`config.mk`:
```
export PLATFORM = sky130hd
export DESIGN_NAME = uidv_walker
export DESIGN_NICKNAME = d
export VERILOG_FILES = /design/src/rtl/uidv_pkg.sv /design/src/rtl/uidv_walker.sv
export SDC_FILE = /design/constraint.sdc
export NUM_CORES = 1
export LEC_CHECK = 0
export BUFFER_PORTS_ARGS = -buffer_cell sky130_fd_sc_hd__buf_2
export CORE_MARGIN = 2
export CORE_UTILIZATION = 49
export CTS_BUF_LIST = sky130_fd_sc_hd__clkbuf_8
export DETAILED_ROUTE_END_ITERATION = 10
export PLACE_DENSITY = 0.78
export SKIP_CTS_REPAIR_TIMING = 1
export SYNTH_ARGS = -nofsm -noshare
export SYNTH_HDL_FRONTEND = slang
export SYNTH_SLANG_ARGS = --single-unit
```
`constraint.sdc`:
```
create_clock -name clk -period 1.9 [get_ports clk]
set_input_delay 0.095 -clock clk [delete_from_list [all_inputs] [get_ports clk]]
set_output_delay 0.095 -clock clk [all_outputs]
set_load 0.01 [all_outputs]
```
`src/rtl/uidv_pkg.sv`:
```
package uidv_pkg;
   typedef enum logic [1:0] {
      UV_IDLE    = 2'd0,
      UV_RUN     = 2'd1,
      UV_FOUND   = 2'd2,
      UV_EXHAUST = 2'd3
   } uv_state_t;
endpackage

```
`src/rtl/uidv_walker.sv`:
```
module uidv_walker
   import uidv_pkg::*;
#(
   parameter int HALF   = 16,
   parameter int COPIES = 16,
   localparam int POS_W = $clog2(2*HALF),
   localparam int IDX_W = $clog2(HALF),
   localparam int CPY_W = (COPIES > 1) ? $clog2(COPIES) : 1
) (
   input  logic             clk,
   input  logic             rst_n,
   input  logic             start,
   input  logic             in_valid,
   input  logic             pair_ok,
   output logic             wr_en,
   output logic [IDX_W-1:0] wr_idx,
   output logic [IDX_W-1:0] rd_idx,
   output logic [CPY_W-1:0] copy,
   output logic             found,
   output logic             exhausted
);
   localparam logic [POS_W-1:0] HALF_P = POS_W'(HALF);
   localparam logic [POS_W-1:0] LAST_P = POS_W'(2*HALF-1);
   localparam logic [CPY_W-1:0] LAST_C = CPY_W'(COPIES-1);

   uv_state_t        state;
   logic [POS_W-1:0] pos;
   logic             ok;
   logic             take, first_half, ok_next;
   logic [POS_W-1:0] rd_off;

   generate
      if (COPIES < 1) begin : g_bad_copies
         $error("uidv_walker: COPIES must be at least 1");
      end
   endgenerate

   assign take       = in_valid && !start && (state == UV_RUN);
   assign first_half = (pos < HALF_P);
   assign ok_next    = ok && pair_ok;
   assign rd_off     = pos - HALF_P;
   assign rd_idx     = rd_off[IDX_W-1:0];
   assign wr_idx     = pos[IDX_W-1:0];
   assign wr_en      = take && first_half;
   assign found      = (state == UV_FOUND);
   assign exhausted  = (state == UV_EXHAUST);

   always_ff @(posedge clk or negedge rst_n) begin
      if (!rst_n) begin
         state <= UV_IDLE;
         pos   <= '0;
         copy  <= '0;
         ok    <= 1'b1;
      end else if (start) begin
         state <= UV_RUN;
         pos   <= '0;
         copy  <= '0;
         ok    <= 1'b1;
      end else if (take) begin
         if (first_half) begin
            pos <= pos + 1'b1;
         end else if (pos == LAST_P) begin
            if (ok_next) begin
               state <= UV_FOUND;
            end else if (copy == LAST_C) begin
               state <= UV_EXHAUST;
            end else begin
               copy <= copy + 1'b1;
               pos  <= '0;
               ok   <= 1'b1;
            end
         end else begin
            pos <= pos + 1'b1;
            ok  <= ok_next;
         end
      end
   end

   // the two end flags exclude each other
   p_excl_r10: assert property (@(posedge clk) disable iff (!rst_n)
      !(found && exhausted));

   // a found result holds until the next start
   p_hold_r6: assert property (@(posedge clk) disable iff (!rst_n)
      (found && !start) |=> (found && $stable(copy)));

   // exhaustion only ever happens on the final copy
   p_fail_last_r5: assert property (@(posedge clk) disable iff (!rst_n)
      $rose(exhausted) |-> (copy == LAST_C));

   // without a valid byte the position does not move
   p_stall_r8: assert property (@(posedge clk) disable iff (!rst_n)
      (!in_valid && !start) |=> ($stable(pos) && $stable(copy)));

   // an unarmed checker stays unarmed without start
   p_idle_r9: assert property (@(posedge clk) disable iff (!rst_n)
      (state == UV_IDLE && !start) |=> (state == UV_IDLE));
endmodule

```
==> key figures, run 1 <==
Synthesis
  • Post-synthesis cell type count: 40
  • Number of register bits inferred by synthesis: 12
  • Average cell area after synthesis: 10.31 sq um
  • FFs w/ async S/R, synth: 1.000
  • Net Count, Synth: 92
  • Synthesized instance count: 83
  • Number of flops mapped to enable cells by yosys: 0
  • Sequential share of the synthesized area: 0.3523
  • Mapped cell area: 855.8 sq um
  • Synth Warn #: 0
  • Synth Flop Type: sky130_fd_sc_hd__dfrtp_1

Finish
  • Diodes inserted: 0
  • P&R area growth vs syn: 21.20%
  • Nets@finish: 111
  • Fraction of layout cells with a size suffix above 1: 0.4158
  • Count of filler cells inserted in the layout: 144

Critical path
  • Worst Setup Path Type: flip-flop to flip-flop
  • Startpoint class of the critical path: flip-flop
  • Max FO, Critical Path: 5
  • Critical register-to-register path startpoint: pos[1]
  • Register-to-register setup slack: ~0.094 ns
  • Arrival time at the worst endpoint: 1.97 ns
  • Reg-to-reg endpoint: pos[1]
  • Critical path capture point type: flip-flop
  • Number of cell instances on the worst register-to-register path: 6
  • Required arrival time at the worst endpoint: 2.07 ns

Place
  • Gp weighted congestion: between 0.8 and 0.9
  • Half-perimeter wire length of the detailed placement result: approximately 1200 microns
  • Number of buffer cells added on primary ports: 19
  • Worst setup slack after placement: 0.03226 ns

Route
  • Routed wire length per instance: 14.18 microns
  • Drc violations: 0
  • Number of iterations in the first detailed-routing pass: 4
  • Via count: 668
  • First-iteration detailed-routing DRC count: 17
  • Ratio of routed vias to standard cells: 5.661
  • Overall routed net length: 1673 microns
  • Post-DRT Antenna Nets: 0

Pwr
  • VDD IR max: 0.0004651 V
  • Power after layout: 0.7170 mW
  • Power density over the cells: 691.3 nW/um^2
  • Leakage component of the power: 0.5115 nW

Timing
  • Highest attainable clock frequency: 553.8 MHz
  • Minimum clock period after layout: 1.806 ns
  • Fin worst setup slack: 0.09443 ns
  • Skew final: 0.002491 ns
  • Transition time at the pin with the least slew margin: 0.2929 ns
  • Hold violation total from the final report: 0
  • Setup total negative slack: 0 ns
  • Setup repair after global routing missed its margin: no
  • Max-slew violations: 0
  • Relative slew slack: 0.8047
  • Ratio of final minimum period to clock period: 0.9503
  • Final count of negative-setup-slack endpoints: 0

CTS
  • Cell at the root of the clock tree: sky130_fd_sc_hd__clkbuf_8
  • Clk pin slew, worst setup/hold paths: 0.06 ns
  • Number of CTS-inserted buffers: 3
  • H-Tree Level Count: 1
  • Largest buffer count on any clock path: 2
  • Clock network latency to the later pin of the worst-skew pair: 0.24 ns
  • Clock tree from TritonCTS: built
  • Number of clock sinks seen by CTS: 12

Global routing
  • Initial antenna violation count: 0
  • Wire length of the first global-routing pass: 2856 microns
  • Pin count of the biggest net entering global routing: 16
  • Vias in the first global route: between 600 and 700
  • Global route total overflow: 0
  • Global routing usage summed across all routing layers: 0.1925

Floorplanning
  • Effective utilization at floorplan: 0.5067
  • Die width: 45.79 microns
  • Floorplan row count: 15
  • Die Span Y: 45.79 microns
  • Core footprint: ~1700 sq um
  • Number of ports placed on the die boundary: 20
  • Floorplan die area: 2097 sq um

Worst hold path
  • HP Class: primary input to flip-flop
  • End point of the worst hold path: ok
  • Hold path depth: 3
  • Worst Min Path Start: pair_ok

Outcome
  • Run status: completed

Run
  • Max capacitance violation total: 0
metal layers:
metal  part of all wire  GRT usage
met1               0.44     0.2401
met2               0.51     0.2901
met3              0.045    0.06349
met4             0.0048     0.1086
met5                  0          0
synth_stat cells, drive strengths merged (2+ instances only):
master | number | share of area
dfrtp | 11 | 0.32
buf | 10 | 0.096
nor2 | 8 | 0.035
a21oi | 4 | 0.023
ha | 4 | 0.058
nand2 | 4 | 0.020
inv | 3 | 0.013
mux2i | 3 | 0.035
nor2b | 3 | 0.022
a211oi | 2 | 0.032
a31oi | 2 | 0.015
and3 | 2 | 0.015
nand3 | 2 | 0.012
nor3 | 2 | 0.018
xnor2 | 2 | 0.020
cells by family after synthesis:
group           count (synthesis)  share of synthesized area
mux                             3                    0.03509
fa+ha+maj                       4                    0.05848
simple gates                   29                     0.2383
xor+xnor                        2                    0.02047
flops                          12                     0.3523
buf+inv                        14                     0.1140
compound gates                 19                     0.1813
report_power, final:
part	internal [mW]	total (mW)	switching (mW)
sequential	0.272	0.295	0.0233
combinational	0.0651	0.140	0.0749
clock	0.183	0.282	0.0984
registers in the layout (all words and copies together) (netlist names):
name and count:
copy 4, state 2, pos 5, ok 1
cells in the final DEF (no fill, tap or decap), types with 3 or more instances in the layout:
cell	count
sky130_fd_sc_hd__dfrtp_1	11
sky130_fd_sc_hd__clkbuf_8	4
sky130_fd_sc_hd__buf_4	5
sky130_fd_sc_hd__nand2_1	3
sky130_fd_sc_hd__nor2_1	8
sky130_fd_sc_hd__mux2i_1	3
sky130_fd_sc_hd__inv_1	3
sky130_fd_sc_hd__nor2b_1	3
sky130_fd_sc_hd__buf_2	19
sky130_fd_sc_hd__a21oi_1	4
critical path: stages, from the launching register on:
cell	delay, ns
sky130_fd_sc_hd__dfrtp_1	0.41
sky130_fd_sc_hd__ha_4	0.18
sky130_fd_sc_hd__and3_4	0.19
sky130_fd_sc_hd__ha_1	0.21
sky130_fd_sc_hd__and3b_4	0.21
sky130_fd_sc_hd__a211oi_4	0.31
sky130_fd_sc_hd__mux2i_1	0.22
layout make-up:
cell class | instances | area, sq um | share of cell area
multi-input cells | 57 | 505.5 | 0.4873
inverters | 3 | 11.26 | 0.01086
clock buffers | 4 | 55.05 | 0.05308
flip-flops and latches | 12 | 301.5 | 0.2907
well taps | 17 | 21.27 | 0.02051
repair buffers | 25 | 142.6 | 0.1375
per-stage QoR:
stage | utilization | area, sq um | instances | hold slack (ns)
after detailed placement | 0.5422 | 915.9 | 112 | -0.006805
after CTS | 0.5748 | 970.9 | 116 | -0.2707
final | 0.6141 | 1037 | 118 | 0.1618
after floorplan | - | 855.8 | 83 | -0.2006
after global placement | 0.5422 | 915.9 | 112 | -0.01001
after global routing | 0.6141 | 1037 | 118 | 0.1698
worst max path at each step:
stage,start,end,slack [ns]
2_1_floorplan,pos[0],pos[3],0.04
3_3_place_gp,pos[0],pos[1],0.09
3_5_place_dp,pos[0],pos[3],0.03
4_1_cts,pos[0],pos[3],0.008
5_1_grt,pos[1],copy[2],0.007
6_report,pos[1],pos[1],0.09
Power figures use the tool's default switching activity.
==> run 2: changes to the inputs <==
--- a/config.mk
+++ b/config.mk
@@ -6,5 +6,6 @@
 export NUM_CORES = 1
 export LEC_CHECK = 0
-export BUFFER_PORTS_ARGS = -buffer_cell sky130_fd_sc_hd__buf_2
+export BUFFER_PORTS_ARGS = -buffer_cell sky130_fd_sc_hd__buf_4
+export CAP_MARGIN = 0
 export CORE_MARGIN = 2
 export CORE_UTILIZATION = 49
==> constraint.sdc (replaced) <==
create_clock -name clk -period 1.9 [get_ports clk]
set_input_delay 0.095 -clock clk [delete_from_list [all_inputs] [get_ports clk]]
set_output_delay 0.095 -clock clk [all_outputs]
set_load 0.02 [all_outputs]
==> run 2 against run 1 <==
Against the previous run: non-clock buffer count did not move; largest cell class unchanged; sequential cell count did not move; utilization rose by 0.30 points; via count rose by 0.45%; critical path type unchanged; first-iteration DRC count fell by 53%; final area rose by 0.48%; worst setup slack got worse by 0.029 ns.
==> key figures, run 2 (synthesis results as in run 1) <==
Outcome
  • Run status: completed

Global routing
  • Global routing usage summed across all routing layers: 0.1814
  • Initial antenna violation count: 0
  • Wire length of the first global-routing pass: 2704 microns
  • Pin count of the biggest net entering global routing: 16
  • Vias in the first global route: 634
  • Global route total overflow: 0

Finish
  • Fraction of layout cells with a size suffix above 1: 0.3861
  • Summed area of non-filler cells in the final layout: 1042 sq um
  • Flip-flop count of the largest register after layout: 5
  • Most frequent cells in the layout: 24 x sky130_fd_sc_hd__buf_4, 11 x sky130_fd_sc_hd__dfrtp_1, 8 x sky130_fd_sc_hd__nor2_1, 4 x sky130_fd_sc_hd__inv_1, 4 x sky130_fd_sc_hd__a21oi_1
  • Register containing the most flip-flops in the final layout: pos
  • Top flop regs: pos (5), copy (4), state (2)
  • Nets@finish: 111
  • Most common cell after layout, fill and taps aside: sky130_fd_sc_hd__buf_4
  • Count of filler cells inserted in the layout: around 150
  • P&R area growth vs syn: 21.78%
  • Diodes inserted: 0
  • Final Core Density: 0.6170

Critical path
  • Arrival time at the worst endpoint: just under 2 ns
  • Startpoint class of the critical path: flip-flop
  • Critical path capture point type: flip-flop
  • List of cells traversed by the critical path: ha_2 > and3_1 > ha_1 > buf_4 > nand2_2 > nor4b_4 > nor2_1 > a211oi_2
  • Slowest cell on the critical path: sky130_fd_sc_hd__dfrtp_1
  • Crit path buffers/inverters: 1
  • Top Family by Delay on Critical Path: simple AND/OR/NAND/NOR gates
  • Critical register-to-register path startpoint: pos[0]
  • Slowest stage delay, CP: around 0.36 ns
  • Register-to-register setup slack: 0.07 ns
  • Worst Setup Path Type: flip-flop to flip-flop
  • Reg-to-reg endpoint: copy[2]
  • Required arrival time at the worst endpoint: 2.06 ns
  • Max FO, Critical Path: 5
  • Number of cell instances on the worst register-to-register path: 8

CTS
  • Cell at the root of the clock tree: sky130_fd_sc_hd__clkbuf_8
  • Largest buffer count on any clock path: 2
  • Clk pin slew, worst setup/hold paths: 0.05 ns
  • H-Tree Level Count: 1
  • Number of clock sinks seen by CTS: 12
  • Number of CTS-inserted buffers: 3
  • Clock tree from TritonCTS: built
  • Clock network latency to the later pin of the worst-skew pair: 0.24 ns

Route
  • Post-DRT Antenna Nets: 0
  • First-iteration detailed-routing DRC count: 8
  • Via count: 671
  • Number of iterations in the first detailed-routing pass: 4
  • Drc violations: 0
  • Routed wire length per instance: ~14 microns
  • Overall routed net length: 1699 microns
  • Ratio of routed vias to standard cells: 5.686

Timing
  • Hold violation total from the final report: 0
  • Skew final: 0.0007511 ns
  • Minimum clock period after layout: 1.835 ns
  • Highest attainable clock frequency: approximately 540 MHz
  • Relative slew slack: 0.8149
  • Final count of negative-setup-slack endpoints: 0
  • Max-slew violations: 0
  • Ratio of final minimum period to clock period: 0.9658
  • Setup repair after global routing missed its margin: yes
  • Transition time at the pin with the least slew margin: 0.2740 ns

Floorplanning
  • Core footprint: 1689 sq um
  • Die width: 45.79 microns
  • Die Span Y: 45.79 microns
  • Floorplan row count: 15
  • Floorplan die area: 2097 sq um
  • Effective utilization at floorplan: 0.5067
  • Number of ports placed on the die boundary: 20

Run
  • Max capacitance violation total: 0

Pwr
  • Leakage component of the power: 0.5025 nW
  • VDD IR max: between 0.0003 and 0.0004 V
  • Power density over the cells: a little under 700 nW/um^2

Worst hold path
  • Hold path depth: 2
  • Worst Min Path Start: start
  • HP Class: primary input to flip-flop
  • End point of the worst hold path: copy[2]

Place
  • Placed Instance Area: 970.9 sq um
  • Gp weighted congestion: between 0.8 and 0.9
  • Number of buffer cells added on primary ports: 19
  • Half-perimeter wire length of the detailed placement result: 1249 microns
==> run 2: layout make-up <==
| class | count | area (sq um) | share of cell area |
|---|---|---|---|
| flip-flops and latches | 12 | 301.5 | 0.2893 |
| repair buffers | 25 | 190.2 | 0.1825 |
| multi-input cells | 57 | 473.0 | 0.4538 |
| clock buffers | 3 | 41.29 | 0.03962 |
| clock inverters | 1 | 3.754 | 0.003601 |
| well taps | 17 | 21.27 | 0.02041 |
| inverters | 3 | 11.26 | 0.01080 |
==> run 2: worst max-delay path by stage <==
stage / startpoint / endpoint / slack [ns] / cells past startpoint
2_1_floorplan: pos[0] / pos[3] / 0.04 / 7
3_3_place_gp: pos[0] / pos[3] / 0.07 / 7
3_5_place_dp: pos[0] / pos[3] / 0.02 / 7
4_1_cts: pos[0] / pos[3] / 0.001 / 7
5_1_grt: pos[1] / copy[2] / -0.05 / 8
6_report: pos[0] / copy[2] / 0.07 / 8
==> run 2: per-stage QoR <==
step / TNS, ns / cells / power (mW) / setup slack [ns] / hold slack (ns)
6_report: 0 / 118 / 0.7212 / 0.06504 / 0.1191
5_1_grt: -0.08557 / 118 / 0.7517 / -0.04769 / 0.1407
4_1_cts: 0 / 117 / 0.7197 / 0.001087 / -0.3105
3_5_place_dp: 0 / 113 / 0.4845 / 0.02089 / -0.05301
3_3_place_gp: 0 / 113 / 0.4815 / 0.07035 / -0.05739
2_1_floorplan: 0 / 83 / 0.4346 / 0.04169 / -0.2006
==> run 2: per-layer routing <==
layer / routed length (microns) / global-route usage / vias up
li1: - / - / 327
met1: 720 / 0.2269 / 321
met2: 871 / 0.2986 / 18
met3: 77 / 0.03571 / 5
met4: 29 / 0.08571 / 0
met5: 0 / 0 / -
==> run 2: report_power, final <==
part / internal [mW] / switching, mW / total (mW)
registers: 0.272 / 0.0123 / 0.284
clock network: 0.143 / 0.0955 / 0.238
logic: 0.0889 / 0.110 / 0.199
total: 0.504 / 0.218 / 0.721
==> run 3: changes to the inputs <==
ABC_AREA = 1   (was default)
==> run 3 against run 2 <==
Against the previous run: clock skew rose by 0.0033 ns; utilization fell by 1.2 points; sequential share of layout area rose by 0.69 points; via count rose by 14%; largest power group unchanged; area after synthesis did not move; critical path depth did not move.
==> key figures, run 3 <==
Outcome
  • Run status: completed

Worst hold path
  • Worst Min Path Start: start
  • End point of the worst hold path: state[1]
  • Hold path depth: 2
  • HP Class: primary input to flip-flop

Synthesis
  • Post-synthesis cell type count: 24
  • Synth Warn #: 0
  • Library cell with the highest instance count after synthesis: sky130_fd_sc_hd__nand2_1
  • Yosys top cell by area: sky130_fd_sc_hd__dfrtp_1
  • Number of register bits inferred by synthesis: 12
  • Post-synth top cells: 30 x sky130_fd_sc_hd__nand2_1, 14 x sky130_fd_sc_hd__nor2_1, 11 x sky130_fd_sc_hd__dfrtp_1
  • Synth Flop Type: sky130_fd_sc_hd__dfrtp_1
  • Top cell type's share of synthesized area: 0.3216
  • Net Count, Synth: 124
  • Mapped cell area: ~860 sq um
  • Top cells by area, synth: sky130_fd_sc_hd__dfrtp_1 32%, sky130_fd_sc_hd__nand2_1 13%, sky130_fd_sc_hd__buf_4 7.0%
  • Sequential share of the synthesized area: 0.3523
  • Average cell area after synthesis: 7.442 sq um
  • Number of flops mapped to enable cells by yosys: 0
  • FFs w/ async S/R, synth: 1.000
  • Synthesized instance count: 115

Timing
  • Max-slew violations: 0
  • Min Hold Slack: around 0.16 ns
  • Ratio of final minimum period to clock period: 0.9177
  • Minimum clock period after layout: 1.744 ns
  • Fin worst setup slack: 0.1563 ns
  • Skew final: 0.004077 ns
  • Highest attainable clock frequency: 573.5 MHz
  • Hold violation total from the final report: 0
  • Final count of negative-setup-slack endpoints: 0
  • Transition time at the pin with the least slew margin: 0.3694 ns
  • Relative slew slack: 0.7537

Critical path
  • Max FO, Critical Path: 7
  • Required arrival time at the worst endpoint: 2.06 ns
  • Slowest stage delay, CP: 0.44 ns
  • Slowest cell on the critical path: sky130_fd_sc_hd__dfrtp_2
  • Worst Setup Path Type: flip-flop to flip-flop
  • Number of cell instances on the worst register-to-register path: 8
  • Critical path capture point type: flip-flop
  • List of cells traversed by the critical path: ha_1 > nand2_1 > nor2_1 > ha_1 > a21oi_2 > inv_1 > or2_0 > o21ai_1
  • Reg-to-reg endpoint: pos[0]
  • Startpoint class of the critical path: flip-flop
  • Critical register-to-register path startpoint: pos[0]
  • Most numerous cell on the critical path: sky130_fd_sc_hd__ha_1
  • Register-to-register setup slack: roughly 0.16 ns
  • Arrival time at the worst endpoint: ~1.9 ns

Global routing
  • Global route total overflow: 0
  • Vias in the first global route: 603
  • Initial antenna violation count: 0
  • Global routing usage summed across all routing layers: 0.1727
  • Wire length of the first global-routing pass: 2622 microns
  • Pin count of the biggest net entering global routing: 13

Floorplanning
  • Floorplan die area: 2097 sq um
  • Core footprint: 1689 sq um
  • Die width: between 40 and 50 microns
  • Effective utilization at floorplan: 0.5067
  • Floorplan row count: 15
  • Die Span Y: between 40 and 50 microns
  • Number of ports placed on the die boundary: 20

Place
  • Number of buffer cells added on primary ports: 19
  • Half-perimeter wire length of the detailed placement result: 1195 microns
  • Worst setup slack after placement: approximately 0.17 ns
  • Placed Instance Area: 948.4 sq um
  • Gp weighted congestion: 0.7603

Finish
  • Register containing the most flip-flops in the final layout: pos
  • Top flop regs: pos (5), copy (4), state (2)
  • P&R area growth vs syn: 19.44%
  • Summed area of non-filler cells in the final layout: 1022 sq um
  • Flip-flop count of the largest register after layout: 5
  • Most frequent cells in the layout: 30 x sky130_fd_sc_hd__nand2_1, 20 x sky130_fd_sc_hd__buf_4, 14 x sky130_fd_sc_hd__nor2_1, 10 x sky130_fd_sc_hd__inv_1, 10 x sky130_fd_sc_hd__dfrtp_1
  • Nets@finish: 141
  • Fraction of layout cells with a size suffix above 1: 0.2443
  • Diodes inserted: 0
  • Count of filler cells inserted in the layout: 152
  • Most common cell after layout, fill and taps aside: sky130_fd_sc_hd__nand2_1

CTS
  • H-Tree Level Count: 1
  • Number of CTS-inserted buffers: 3
  • Cell at the root of the clock tree: sky130_fd_sc_hd__clkbuf_8
  • Number of clock sinks seen by CTS: 12
  • Clock network latency to the later pin of the worst-skew pair: 0.24 ns
  • Clock tree from TritonCTS: built
  • Clk pin slew, worst setup/hold paths: 0.06 ns
  • Largest buffer count on any clock path: 2

Route
  • Post-DRT Antenna Nets: 0
  • Drc violations: 0
  • M1 wire length: 834 microns
  • Number of iterations in the first detailed-routing pass: 4
  • Overall routed net length: 1665 microns
  • Via count: 764
  • Met3 wire len: 107 microns
  • Ratio of routed vias to standard cells: 5.162
  • First-iteration detailed-routing DRC count: 18
  • Highest metal layer with signal wires: met4
  • Met2 WL: 711 microns
  • Routed wire length per instance: 11.25 microns

Pwr
  • VDD IR max: 0.0005699 V
  • Power density over the cells: 903.6 nW/um^2
  • Leakage component of the power: ~0.52 nW

Run
  • Max capacitance violation total: 0
==> run 3: changes by cell type in the layout (fill, tap and decap cells not counted), moves of 3 or more <==
cell / change
sky130_fd_sc_hd__a21oi_1: -3
sky130_fd_sc_hd__buf_4: -4
sky130_fd_sc_hd__inv_1: +6
sky130_fd_sc_hd__mux2i_1: -3
sky130_fd_sc_hd__nand2_1: +27
sky130_fd_sc_hd__nand3_1: +7
sky130_fd_sc_hd__nand4_1: +4
sky130_fd_sc_hd__nor2_1: +6
sky130_fd_sc_hd__nor2b_1: -3
sky130_fd_sc_hd__o21ai_0: +4
sky130_fd_sc_hd__o21ai_1: +6
==> run 3: per-layer routing <==
layer	vias up	track usage
li1	400	-
met1	334	0.2494
met2	28	0.2507
met3	2	0.03571
met4	0	0.06857
met5	-	0
==> run 3: cells by family (layout without fill, tap and decap cells) <==
| logic type | Yosys count | after routing | synth area share |
|---|---|---|---|
| simple gates | 65 | 65 | 0.3538 |
| buf+inv | 19 | 35 | 0.1272 |
| flops | 12 | 12 | 0.3523 |
| fa+ha+maj | 4 | 4 | 0.05848 |
| compound gates | 15 | 15 | 0.1082 |
==> run 3: layout make-up <==
class	instances	area, sq um	area share
clock buffers	4	55.05	0.05386
inverters	10	37.54	0.03672
multi-input cells	84	445.4	0.4357
flip-flops and latches	12	302.8	0.2962
well taps	17	21.27	0.02081
repair buffers	21	160.2	0.1567
==> run 3: worst max path at each step <==
stage | from | endpoint | cells past startpoint
2_1_floorplan | pos[0] | pos[0] | 8
3_3_place_gp | pos[0] | pos[0] | 8
3_5_place_dp | pos[0] | state[0] | 9
4_1_cts | pos[0] | pos[0] | 8
5_1_grt | pos[0] | pos[0] | 10
6_report | pos[0] | pos[0] | 8
==> run 3: stage by stage <==
stage               total power, mW  setup TNS [ns]  std cells    util
detailed placement           0.6416               0        142  0.5615
global route                 0.9902         -0.1063        148  0.6052
CTS                          0.9192               0        146  0.5941
finish                       0.9237               0        148  0.6052
floorplan                    0.5623               0        115       -
global placement             0.6380               0        142  0.5615
==> run 3: worst max-delay path, delay by kind of cell (launching register included) <==
| kind | cells | cell delay (ns) |
|---|---|---|
| buffers and inverters | 1 | 0.11 |
| adder cells (fa/ha/maj) | 2 | 0.45 |
| AO/OA/AOI/OAI | 2 | 0.31 |
| flip-flops | 1 | 0.44 |
| AND/OR/NAND/NOR | 3 | 0.37 |
==> run 3: power by group <==
group | internal, mW | leakage (nW) | switching (mW)
logic | 0.125 | 0.340 | 0.168
clock network | 0.183 | 0.0288 | 0.0909
registers | 0.298 | 0.155 | 0.0595
total | 0.606 | 0.524 | 0.318
